### config.mk
export PLATFORM = sky130hd
export DESIGN_NAME = smc_bank_seq
export DESIGN_NICKNAME = d
export VERILOG_FILES = /design/src/rtl/smc_pkg.sv /design/src/rtl/smc_bank_cfg.sv /design/src/rtl/smc_phase_fsm.sv /design/src/rtl/smc_rd_capture.sv /design/src/rtl/smc_bank_seq.sv
export SDC_FILE = /design/constraint.sdc
export NUM_CORES = 1
export LEC_CHECK = 0
export ABC_AREA = 1
export ABC_CLOCK_PERIOD_IN_PS = 3200
export BUFFER_PORTS_ARGS = -buffer_cell sky130_fd_sc_hd__buf_4
export CORE_MARGIN = 2
export CORE_UTILIZATION = 45
export CTS_BUF_LIST = sky130_fd_sc_hd__clkbuf_16
export DETAILED_ROUTE_END_ITERATION = 8
export PLACE_DENSITY = 0.79
export SYNTH_ARGS = -nofsm -noshare
export SYNTH_HDL_FRONTEND = slang
export SYNTH_SLANG_ARGS = --single-unit
### constraint.sdc
create_clock -name clk -period 3.2 [get_ports clk]
set_input_delay 0.16 -clock clk [delete_from_list [all_inputs] [get_ports clk]]
set_output_delay 0.16 -clock clk [all_outputs]
set_load 0.01 [all_outputs]
### src/rtl/smc_pkg.sv
package smc_pkg;

  typedef enum logic [2:0] {
    PH_IDLE = 3'd0,
    PH_ASU  = 3'd1,
    PH_CSU  = 3'd2,
    PH_ACC  = 3'd3,
    PH_PAGE = 3'd4,
    PH_CHD  = 3'd5,
    PH_AHD  = 3'd6
  } phase_e;

  // field packing, most significant first
  typedef struct packed {
    logic [3:0] t_as;
    logic [3:0] t_cs;
    logic [4:0] t_acc;
    logic [3:0] t_ch;
    logic [3:0] t_ah;
    logic [3:0] t_pg;
  } bank_tim_t;

  localparam int TIM_W = $bits(bank_tim_t);

  // number of cycles a phase occupies; 0 means the phase is skipped
  function automatic logic [5:0] phase_len(phase_e ph, bank_tim_t t, logic page_rd);
    case (ph)
      PH_ASU:  return {2'b00, t.t_as};
      PH_CSU:  return {2'b00, t.t_cs};
      PH_ACC:  return {1'b0, t.t_acc} + 6'd1;
      PH_PAGE: return page_rd ? ((t.t_pg == 4'd0) ? 6'd1 : {2'b00, t.t_pg}) : 6'd0;
      PH_CHD:  return {2'b00, t.t_ch};
      PH_AHD:  return {2'b00, t.t_ah};
      default: return 6'd0;
    endcase
  endfunction

  // first phase at or after 'from' with a nonzero length, else idle
  function automatic phase_e first_live(int from, bank_tim_t t, logic page_rd);
    phase_e res = PH_IDLE;
    for (int p = 6; p >= 1; p--) begin
      if (p >= from && phase_len(phase_e'(3'(p)), t, page_rd) != 6'd0)
        res = phase_e'(3'(p));
    end
    return res;
  endfunction

endpackage

### src/rtl/smc_bank_cfg.sv
module smc_bank_cfg
  import smc_pkg::*;
#(
  parameter int NUM_BANKS = 4,
  localparam int BANK_W = $clog2(NUM_BANKS)
) (
  input  logic [NUM_BANKS*TIM_W-1:0] cfg_timing,
  input  logic [NUM_BANKS-1:0]       cfg_wide,
  input  logic [NUM_BANKS-1:0]       cfg_page4,
  input  logic [BANK_W-1:0]          sel,
  output bank_tim_t                  tim,
  output logic                       wide,
  output logic                       page4
);
  bank_tim_t tim_arr [NUM_BANKS];

  for (genvar b = 0; b < NUM_BANKS; b++) begin : g_bank
    assign tim_arr[b] = cfg_timing[b*TIM_W +: TIM_W];
  end

  assign tim   = tim_arr[sel];
  assign wide  = cfg_wide[sel];
  assign page4 = cfg_page4[sel];
endmodule

### src/rtl/smc_phase_fsm.sv
module smc_phase_fsm
  import smc_pkg::*;
(
  input  logic      clk,
  input  logic      rst_n,
  input  logic      start,
  input  logic      page_rd,
  input  bank_tim_t tim,
  output phase_e    phase,
  output logic [1:0] beat,
  output logic      sample,
  output logic      done
);
  logic [5:0] cnt;
  logic       phase_end;
  logic       page_again;
  phase_e     nxt_ph;
  phase_e     first_ph;

  assign phase_end  = (phase != PH_IDLE) && (cnt == 6'd0);
  assign page_again = (phase == PH_PAGE) && (beat != 2'd3);
  assign nxt_ph     = page_again ? PH_PAGE : first_live(int'(phase) + 1, tim, page_rd);
  assign first_ph   = first_live(1, tim, page_rd);
  assign sample     = (phase == PH_ACC || phase == PH_PAGE) && (cnt == 6'd0);

  always_ff @(posedge clk or negedge rst_n) begin
    if (!rst_n) begin
      phase <= PH_IDLE;
      cnt   <= 6'd0;
      beat  <= 2'd0;
      done  <= 1'b0;
    end else begin
      done <= 1'b0;
      if (start) begin
        phase <= first_ph;
        cnt   <= phase_len(first_ph, tim, page_rd) - 6'd1;
        beat  <= 2'd0;
      end else if (phase_end) begin
        phase <= nxt_ph;
        cnt   <= phase_len(nxt_ph, tim, page_rd) - 6'd1;
        if (nxt_ph == PH_PAGE) beat <= beat + 2'd1;
        done  <= (nxt_ph == PH_IDLE);
      end else if (phase != PH_IDLE) begin
        cnt <= cnt - 6'd1;
      end
    end
  end

  assert_start_idle_R10: assert property (@(posedge clk) disable iff (!rst_n)
    start |-> phase == PH_IDLE);
  assert_four_beats_R9: assert property (@(posedge clk) disable iff (!rst_n)
    (phase == PH_PAGE && phase_end && beat == 2'd3) |=> phase != PH_PAGE);
  assert_page_only_read_R8: assert property (@(posedge clk) disable iff (!rst_n)
    phase == PH_PAGE |-> page_rd);
endmodule

### src/rtl/smc_rd_capture.sv
module smc_rd_capture #(
  parameter int DATA_W = 16,
  parameter int ITEMS  = 4,
  localparam int HALF_W = DATA_W / 2,
  localparam int IDX_W  = $clog2(ITEMS)
) (
  input  logic                    clk,
  input  logic                    rst_n,
  input  logic                    clear,
  input  logic                    take,
  input  logic [IDX_W-1:0]        idx,
  input  logic                    wide,
  input  logic [DATA_W-1:0]       din,
  output logic [ITEMS*DATA_W-1:0] words
);
  logic [DATA_W-1:0] sized;

  assign sized = wide ? din : {{(DATA_W-HALF_W){1'b0}}, din[HALF_W-1:0]};

  for (genvar k = 0; k < ITEMS; k++) begin : g_item
    always_ff @(posedge clk or negedge rst_n) begin
      if (!rst_n)                              words[k*DATA_W +: DATA_W] <= '0;
      else if (clear)                          words[k*DATA_W +: DATA_W] <= '0;
      else if (take && idx == IDX_W'(k))       words[k*DATA_W +: DATA_W] <= sized;
    end
  end
endmodule

### src/rtl/smc_bank_seq.sv
module smc_bank_seq
  import smc_pkg::*;
#(
  parameter int NUM_BANKS = 4,
  parameter int OFF_W     = 8,
  parameter int DATA_W    = 16,
  localparam int BANK_W = $clog2(NUM_BANKS),
  localparam int ADDR_W = BANK_W + OFF_W,
  localparam int ITEMS  = 4,
  localparam int HALF_W = DATA_W / 2
) (
  input  logic                        clk,
  input  logic                        rst_n,
  input  logic                        req_valid,
  output logic                        req_ready,
  input  logic                        req_write,
  input  logic [BANK_W-1:0]           req_bank,
  input  logic [OFF_W-1:0]            req_off,
  input  logic [DATA_W-1:0]           req_wdata,
  output logic                        req_done,
  output logic [ITEMS*DATA_W-1:0]     rsp_data,
  input  logic [NUM_BANKS*TIM_W-1:0]  cfg_timing,
  input  logic [NUM_BANKS-1:0]        cfg_wide,
  input  logic [NUM_BANKS-1:0]        cfg_page4,
  output logic [ADDR_W-1:0]           mem_addr,
  output logic [NUM_BANKS-1:0]        mem_cs_n,
  output logic                        mem_oe_n,
  output logic                        mem_we_n,
  output logic [DATA_W-1:0]           mem_dout,
  input  logic [DATA_W-1:0]           mem_din
);
  logic [BANK_W-1:0] cur_bank;
  logic [OFF_W-1:0]  cur_off;
  logic              cur_wr;
  logic [DATA_W-1:0] cur_wdata;

  logic              accept;
  logic [BANK_W-1:0] sel_bank;
  logic              sel_wr;
  bank_tim_t         tim;
  logic              wide;
  logic              page4;
  logic              page_rd;
  phase_e            phase;
  logic [1:0]        beat;
  logic              sample;
  logic              busy;
  logic              cs_window;
  logic              strobe;
  logic [1:0]        low_bits;

  assign accept   = req_valid && req_ready;
  assign sel_bank = req_ready ? req_bank  : cur_bank;
  assign sel_wr   = req_ready ? req_write : cur_wr;
  assign page_rd  = page4 && !sel_wr;

  always_ff @(posedge clk or negedge rst_n) begin
    if (!rst_n) begin
      cur_bank  <= '0;
      cur_off   <= '0;
      cur_wr    <= 1'b0;
      cur_wdata <= '0;
    end else if (accept) begin
      cur_bank  <= req_bank;
      cur_off   <= req_off;
      cur_wr    <= req_write;
      cur_wdata <= req_wdata;
    end
  end

  smc_bank_cfg #(.NUM_BANKS(NUM_BANKS)) u_cfg (
    .cfg_timing (cfg_timing),
    .cfg_wide   (cfg_wide),
    .cfg_page4  (cfg_page4),
    .sel        (sel_bank),
    .tim        (tim),
    .wide       (wide),
    .page4      (page4)
  );

  smc_phase_fsm u_fsm (
    .clk     (clk),
    .rst_n   (rst_n),
    .start   (accept),
    .page_rd (page_rd),
    .tim     (tim),
    .phase   (phase),
    .beat    (beat),
    .sample  (sample),
    .done    (req_done)
  );

  smc_rd_capture #(.DATA_W(DATA_W), .ITEMS(ITEMS)) u_cap (
    .clk   (clk),
    .rst_n (rst_n),
    .clear (accept),
    .take  (sample && !cur_wr),
    .idx   (beat),
    .wide  (wide),
    .din   (mem_din),
    .words (rsp_data)
  );

  assign busy      = (phase != PH_IDLE);
  assign req_ready = !busy;
  assign cs_window = (phase == PH_CSU) || (phase == PH_ACC) ||
                     (phase == PH_PAGE) || (phase == PH_CHD);
  assign strobe    = (phase == PH_ACC) || (phase == PH_PAGE);
  assign low_bits  = cur_off[1:0] + beat;

  assign mem_addr  = busy ? {cur_bank, cur_off[OFF_W-1:2], low_bits} : '0;
  assign mem_oe_n  = !(strobe && !cur_wr);
  assign mem_we_n  = !(strobe && cur_wr);
  assign mem_dout  = (busy && cur_wr) ?
                     (wide ? cur_wdata : {{(DATA_W-HALF_W){1'b0}}, cur_wdata[HALF_W-1:0]}) : '0;

  for (genvar b = 0; b < NUM_BANKS; b++) begin : g_cs
    assign mem_cs_n[b] = !(cs_window && cur_bank == BANK_W'(b));
  end

  assert_single_cs_R1: assert property (@(posedge clk) disable iff (!rst_n)
    $onehot0(~mem_cs_n));
  assert_strobe_in_cs_R3: assert property (@(posedge clk) disable iff (!rst_n)
    (!mem_oe_n || !mem_we_n) |-> (mem_cs_n != {NUM_BANKS{1'b1}}));
  assert_no_dual_strobe_R4: assert property (@(posedge clk) disable iff (!rst_n)
    !(!mem_oe_n && !mem_we_n));
  assert_narrow_write_R8: assert property (@(posedge clk) disable iff (!rst_n)
    (!mem_we_n && !wide) |-> mem_dout[DATA_W-1:HALF_W] == '0);
  assert_hold_after_accept_R10: assert property (@(posedge clk) disable iff (!rst_n)
    accept |=> !req_ready);
  assert_done_ready_R5: assert property (@(posedge clk) disable iff (!rst_n)
    req_done |-> req_ready);
endmodule

==> reports/summary.log <==
INFO  cells_and_area n_fill_cell=1,240
INFO  routing        wire_per_inst=14.52microns
INFO  sta            post-route-period-util=106.4%
INFO  floorplanning  initial_core_util=46.13%
INFO  sta            finClkSkew=0.005244ns
INFO  global_route   wire_length_of_the_first_global_routing_pass=35,430microns
INFO  critical_path  critical_path_arrival=3.64ns
INFO  sta            finalSetupViolCount=6
INFO  critical_path  crit-reg2reg-launch=u_fsm.phase[1]
INFO  cells_and_area insertedDiodeCount=0
INFO  routing        antenna_violating_nets_post_route=0
INFO  floorplanning  core_region_area=0.01453sqmm
INFO  floorplanning  floorplan.die.height=126.1microns
INFO  synth          synth_enable_flop_cells=0
INFO  routing        routed_wl=21,900microns
INFO  clock_network  clock_tree_from_tritoncts=yes
INFO  global_route   maximum_number_of_pins_on_one_net_before_global_route_repair=83
INFO  clock_network  number_of_h_tree_levels=3
INFO  clock_network  cts_root_buf=sky130_fd_sc_hd__clkbuf_16
INFO  sta            finalCriticalPeriod=3.406ns
INFO  synth          synth.avg_cell_area=6.834squm
INFO  routing        length_of_the_first_detailed_routing_pass_in_iterations=5
INFO  clock_network  cts_sinks=103
INFO  sta            final.hold.worst_slack=-0.04257ns
INFO  cells_and_area layout-drive-gt1-share=35.95%
INFO  floorplanning  rows=44
INFO  placement      dpl_cell_area=0.009413sqmm
INFO  sta            clock.fmax=293.6MHz
INFO  routing        routed_via_density=5.090
INFO  critical_path  required_time_reported_for_the_critical_path_endpoint=3.44ns
INFO  synth          synth-warning-count=0
INFO  critical_path  capturing_point_of_the_worst_reg2reg_path=u_fsm.cnt[4]
INFO  cells_and_area finish.net_count=1,486
INFO  synth          synthFlopType=sky130_fd_sc_hd__dfrtp_1
INFO  global_route   overflow=0
INFO  sta            worst_slew_margin_rel=32.99%
INFO  critical_path  start_kind=flop
INFO  pwr            vdd_ir_drop_max=0.8344mV
INFO  critical_path  cpMaxStageDelayCell=sky130_fd_sc_hd__dfrtp_1
INFO  job            max-cap-violations=0
INFO  global_route   global_route.usage.total=27.11%
INFO  critical_path  rrSetupSlack=-0.21ns
INFO  synth          yosysUniqueCellTypes=42
INFO  routing        drt_iter0_markers=540
INFO  placement      portBuffers=251
INFO  synth          synth-seq-cells=103
INFO  sta            timing_hold_violations_final=32
INFO  floorplanning  die-width=126.1microns
INFO  synth          syn_inst=981
INFO  placement      gp_routability_congestion=0.9529
INFO  critical_path  critPathLaunch=u_fsm.phase[1]
INFO  synth          syn_area=0.006704sqmm
INFO  sta            finalWorstSetupSlack=-0.2062ns
INFO  cells_and_area ff_latch_area=0.002577sqmm
INFO  floorplanning  io_pins=252
INFO  status         status=finished with violations
INFO  routing        detail_route.drc_violations=0
INFO  critical_path  worstSetupPathType=reg2reg
INFO  sta            maxSlewViolCount=0
INFO  critical_path  critical-path-top-cell-by-count=sky130_fd_sc_hd__nand2_1
INFO  clock_network  clockBufferDepth=2
INFO  clock_network  cts_inserted_buffers=9
INFO  sta            tightest_slew=1.005ns
INFO  synth          asyncSetResetFlopFracSynth=100.0%
INFO  placement      post-place-ws=-0.2385ns
INFO  sta            grt_setup_unrepaired=true
INFO  critical_path  worst_setup_path_endpoint=u_fsm.cnt[4]
INFO  critical_path  worst-path-max-fanout=7
INFO  pwr            power_density=1243mW/mm^2
INFO  floorplanning  fp.dieArea=0.01589sqmm
INFO  global_route   grt_pass1_vias=7,401
INFO  min_path       min_path_type=in2async
INFO  cells_and_area layout.cell_area.non_filler=0.01021sqmm
INFO  placement      hpwlAfterDp=16,100microns
INFO  synth          synthesis.nets=1,148
INFO  routing        vias=7,675
INFO  cells_and_area multi_input_comb_area=0.003807sqmm
INFO  critical_path  ff2ff_path_depth=28
INFO  status         failed_checks=hold timing, setup timing
INFO  cells_and_area area_growth=52.28%
INFO  pwr            static-leakage-power=0.005487uW
INFO  synth          yosysSeqAreaShare=38.45%
INFO  critical_path  timing.critical_path.slowest_cell_delay=0.39ns
INFO  clock_network  clkTransAtPathRegs=0.07ns
INFO  global_route   initial_antenna_violation_count=0
INFO  clock_network  clock_latency=0.35ns
INFO  critical_path  cp-end-kind=flop
-- cell type report --
class,instances,share of cell area [%]
clock buffers,9,2.206
inverters,100,3.701
well taps,184,2.255
multi-input cells,740,37.30
flip-flops and latches,103,25.25
clock inverters,7,1.459
repair buffers,365,27.83
-- repair_timing --
action	4_1_cts	5_1_grt
hold buffers	0	0
resized for setup	28	18
endpoints found under the setup margin	5	14
gates cloned	0	3
pin swaps	35	20
setup buffers	17	7
-- cells by family (layout without fill, tap and decap cells) --
family / count (synthesis) / after routing / synth area share (%)
buffers and inverters: 139 / 481 / 8.697
xor gates and xnor gates: 4 / 4 / 0.5227
adders and majority gates: 13 / 13 / 2.426
and+or+nand+nor: 597 / 598 / 39.27
AOI/OAI and AO/OA: 125 / 125 / 10.64
DFF: 103 / 103 / 38.45
-- cell usage in the layout, fill, tap and decap left out, types with 2 or more instances in the layout --
cell type | synthesis | routed
sky130_fd_sc_hd__o221ai_1 | 2 | 2
sky130_fd_sc_hd__o21ai_0 | 95 | 94
sky130_fd_sc_hd__nor2_4 | 8 | 16
sky130_fd_sc_hd__xnor2_1 | 2 | 2
sky130_fd_sc_hd__ha_1 | 13 | 10
sky130_fd_sc_hd__buf_4 | 9 | 357
sky130_fd_sc_hd__a21boi_2 | 0 | 2
sky130_fd_sc_hd__nand2_8 | 2 | 3
sky130_fd_sc_hd__nand4_1 | 12 | 12
sky130_fd_sc_hd__inv_2 | 4 | 7
sky130_fd_sc_hd__bufinv_16 | 0 | 4
sky130_fd_sc_hd__dfrtp_1 | 103 | 103
sky130_fd_sc_hd__nand3_4 | 1 | 3
sky130_fd_sc_hd__nand3b_1 | 3 | 3
sky130_fd_sc_hd__o21ai_1 | 4 | 5
sky130_fd_sc_hd__inv_1 | 96 | 92
sky130_fd_sc_hd__clkbuf_16 | 0 | 11
sky130_fd_sc_hd__nand3_1 | 88 | 82
sky130_fd_sc_hd__buf_12 | 0 | 5
sky130_fd_sc_hd__nand2_2 | 17 | 27
sky130_fd_sc_hd__xor2_1 | 2 | 2
sky130_fd_sc_hd__inv_6 | 0 | 2
sky130_fd_sc_hd__nor3_1 | 3 | 2
sky130_fd_sc_hd__a22oi_1 | 2 | 2
sky130_fd_sc_hd__nor2_1 | 69 | 65
sky130_fd_sc_hd__ha_4 | 0 | 3
sky130_fd_sc_hd__nand2_4 | 6 | 13
sky130_fd_sc_hd__o22a_1 | 3 | 3
sky130_fd_sc_hd__a21oi_1 | 6 | 6
sky130_fd_sc_hd__nand2_1 | 374 | 357
sky130_fd_sc_hd__nor2_2 | 11 | 7
sky130_fd_sc_hd__nand3_2 | 2 | 6
sky130_fd_sc_hd__o21ai_4 | 1 | 2
-- worst min-delay path by stage --
stage,start,to
finish,rst_n,u_cap.words[44]
global route,req_off[6],cur_off[6]
CTS,req_wdata[12],cur_wdata[12]
detailed placement,req_wdata[12],cur_wdata[12]
global placement,req_wdata[12],cur_wdata[12]
floorplan,rst_n,cur_bank[0]
-- state kept, by name (all words and copies together), names as in the netlist --
signal,cells
cur_wr,1
cur_off,8
cur_bank,2
cur_wdata,16
u_fsm.phase,3
u_fsm.beat,2
u_fsm.cnt,6
u_cap.words,64
u_fsm.done,1
-- Yosys cell counts (2+ instances only) --
cell type / n / area share [%]
sky130_fd_sc_hd__a21boi_1: 3 / 0.34
sky130_fd_sc_hd__a21oi_1: 6 / 0.45
sky130_fd_sc_hd__a22oi_1: 2 / 0.22
sky130_fd_sc_hd__buf_1: 2 / 0.11
sky130_fd_sc_hd__buf_2: 4 / 0.30
sky130_fd_sc_hd__buf_4: 9 / 1.0
sky130_fd_sc_hd__buf_6: 3 / 0.50
sky130_fd_sc_hd__clkbuf_1: 21 / 1.2
sky130_fd_sc_hd__dfrtp_1: 103 / 38
sky130_fd_sc_hd__ha_1: 13 / 2.4
sky130_fd_sc_hd__inv_1: 96 / 5.4
sky130_fd_sc_hd__inv_2: 4 / 0.22
sky130_fd_sc_hd__nand2_1: 374 / 21
sky130_fd_sc_hd__nand2_2: 17 / 1.6
sky130_fd_sc_hd__nand2_4: 6 / 1.0
sky130_fd_sc_hd__nand2_8: 2 / 0.60
sky130_fd_sc_hd__nand3_1: 88 / 6.6
sky130_fd_sc_hd__nand3_2: 2 / 0.30
sky130_fd_sc_hd__nand3b_1: 3 / 0.34
sky130_fd_sc_hd__nand4_1: 12 / 1.1
sky130_fd_sc_hd__nor2_1: 69 / 3.9
sky130_fd_sc_hd__nor2_2: 11 / 1.0
sky130_fd_sc_hd__nor2_4: 8 / 1.3
sky130_fd_sc_hd__nor3_1: 3 / 0.22
sky130_fd_sc_hd__o21ai_0: 95 / 7.1
sky130_fd_sc_hd__o21ai_1: 4 / 0.30
sky130_fd_sc_hd__o221ai_1: 2 / 0.26
sky130_fd_sc_hd__o22a_1: 3 / 0.39
sky130_fd_sc_hd__xnor2_1: 2 / 0.26
sky130_fd_sc_hd__xor2_1: 2 / 0.26
-- layer usage --
metal  wire length, microns  vias up  GRT usage [%]
li1                       -     3782              -
met3                   1544       38          5.947
met1                   8955     3588          34.35
met4                    435        0          5.624
met5                      0        -              0
met2                  10960      267          47.72
-- critical path, delay by kind of cell, from the launching register on --
kind	cells	cell delay (ns)
simple gates	18	1.72
buf+inv	6	0.71
flops	1	0.39
fa+ha+maj	2	0.35
compound gates	2	0.14
-- power breakdown --
part           switching (uW)  internal, uW  total (uW)
combinational            5200          3970        9170
clock                     503           854        1360
sequential                304          1850        2160
total                    6000          6680       12700
-- per-stage QoR --
stage | util [%] | TNS, ns | power [uW] | cells
after floorplan | - | -0.1319 | 7049 | 981
after global placement | 64.76 | -0.3288 | 10280 | 1466
after detailed placement | 64.76 | -0.7217 | 10440 | 1466
after CTS | 68.93 | -0.5768 | 12280 | 1498
after global routing | 70.24 | -2.472 | 13710 | 1508
final | 70.24 | -0.9658 | 12690 | 1508
No activity file was read; power rests on OpenSTA's default activity.
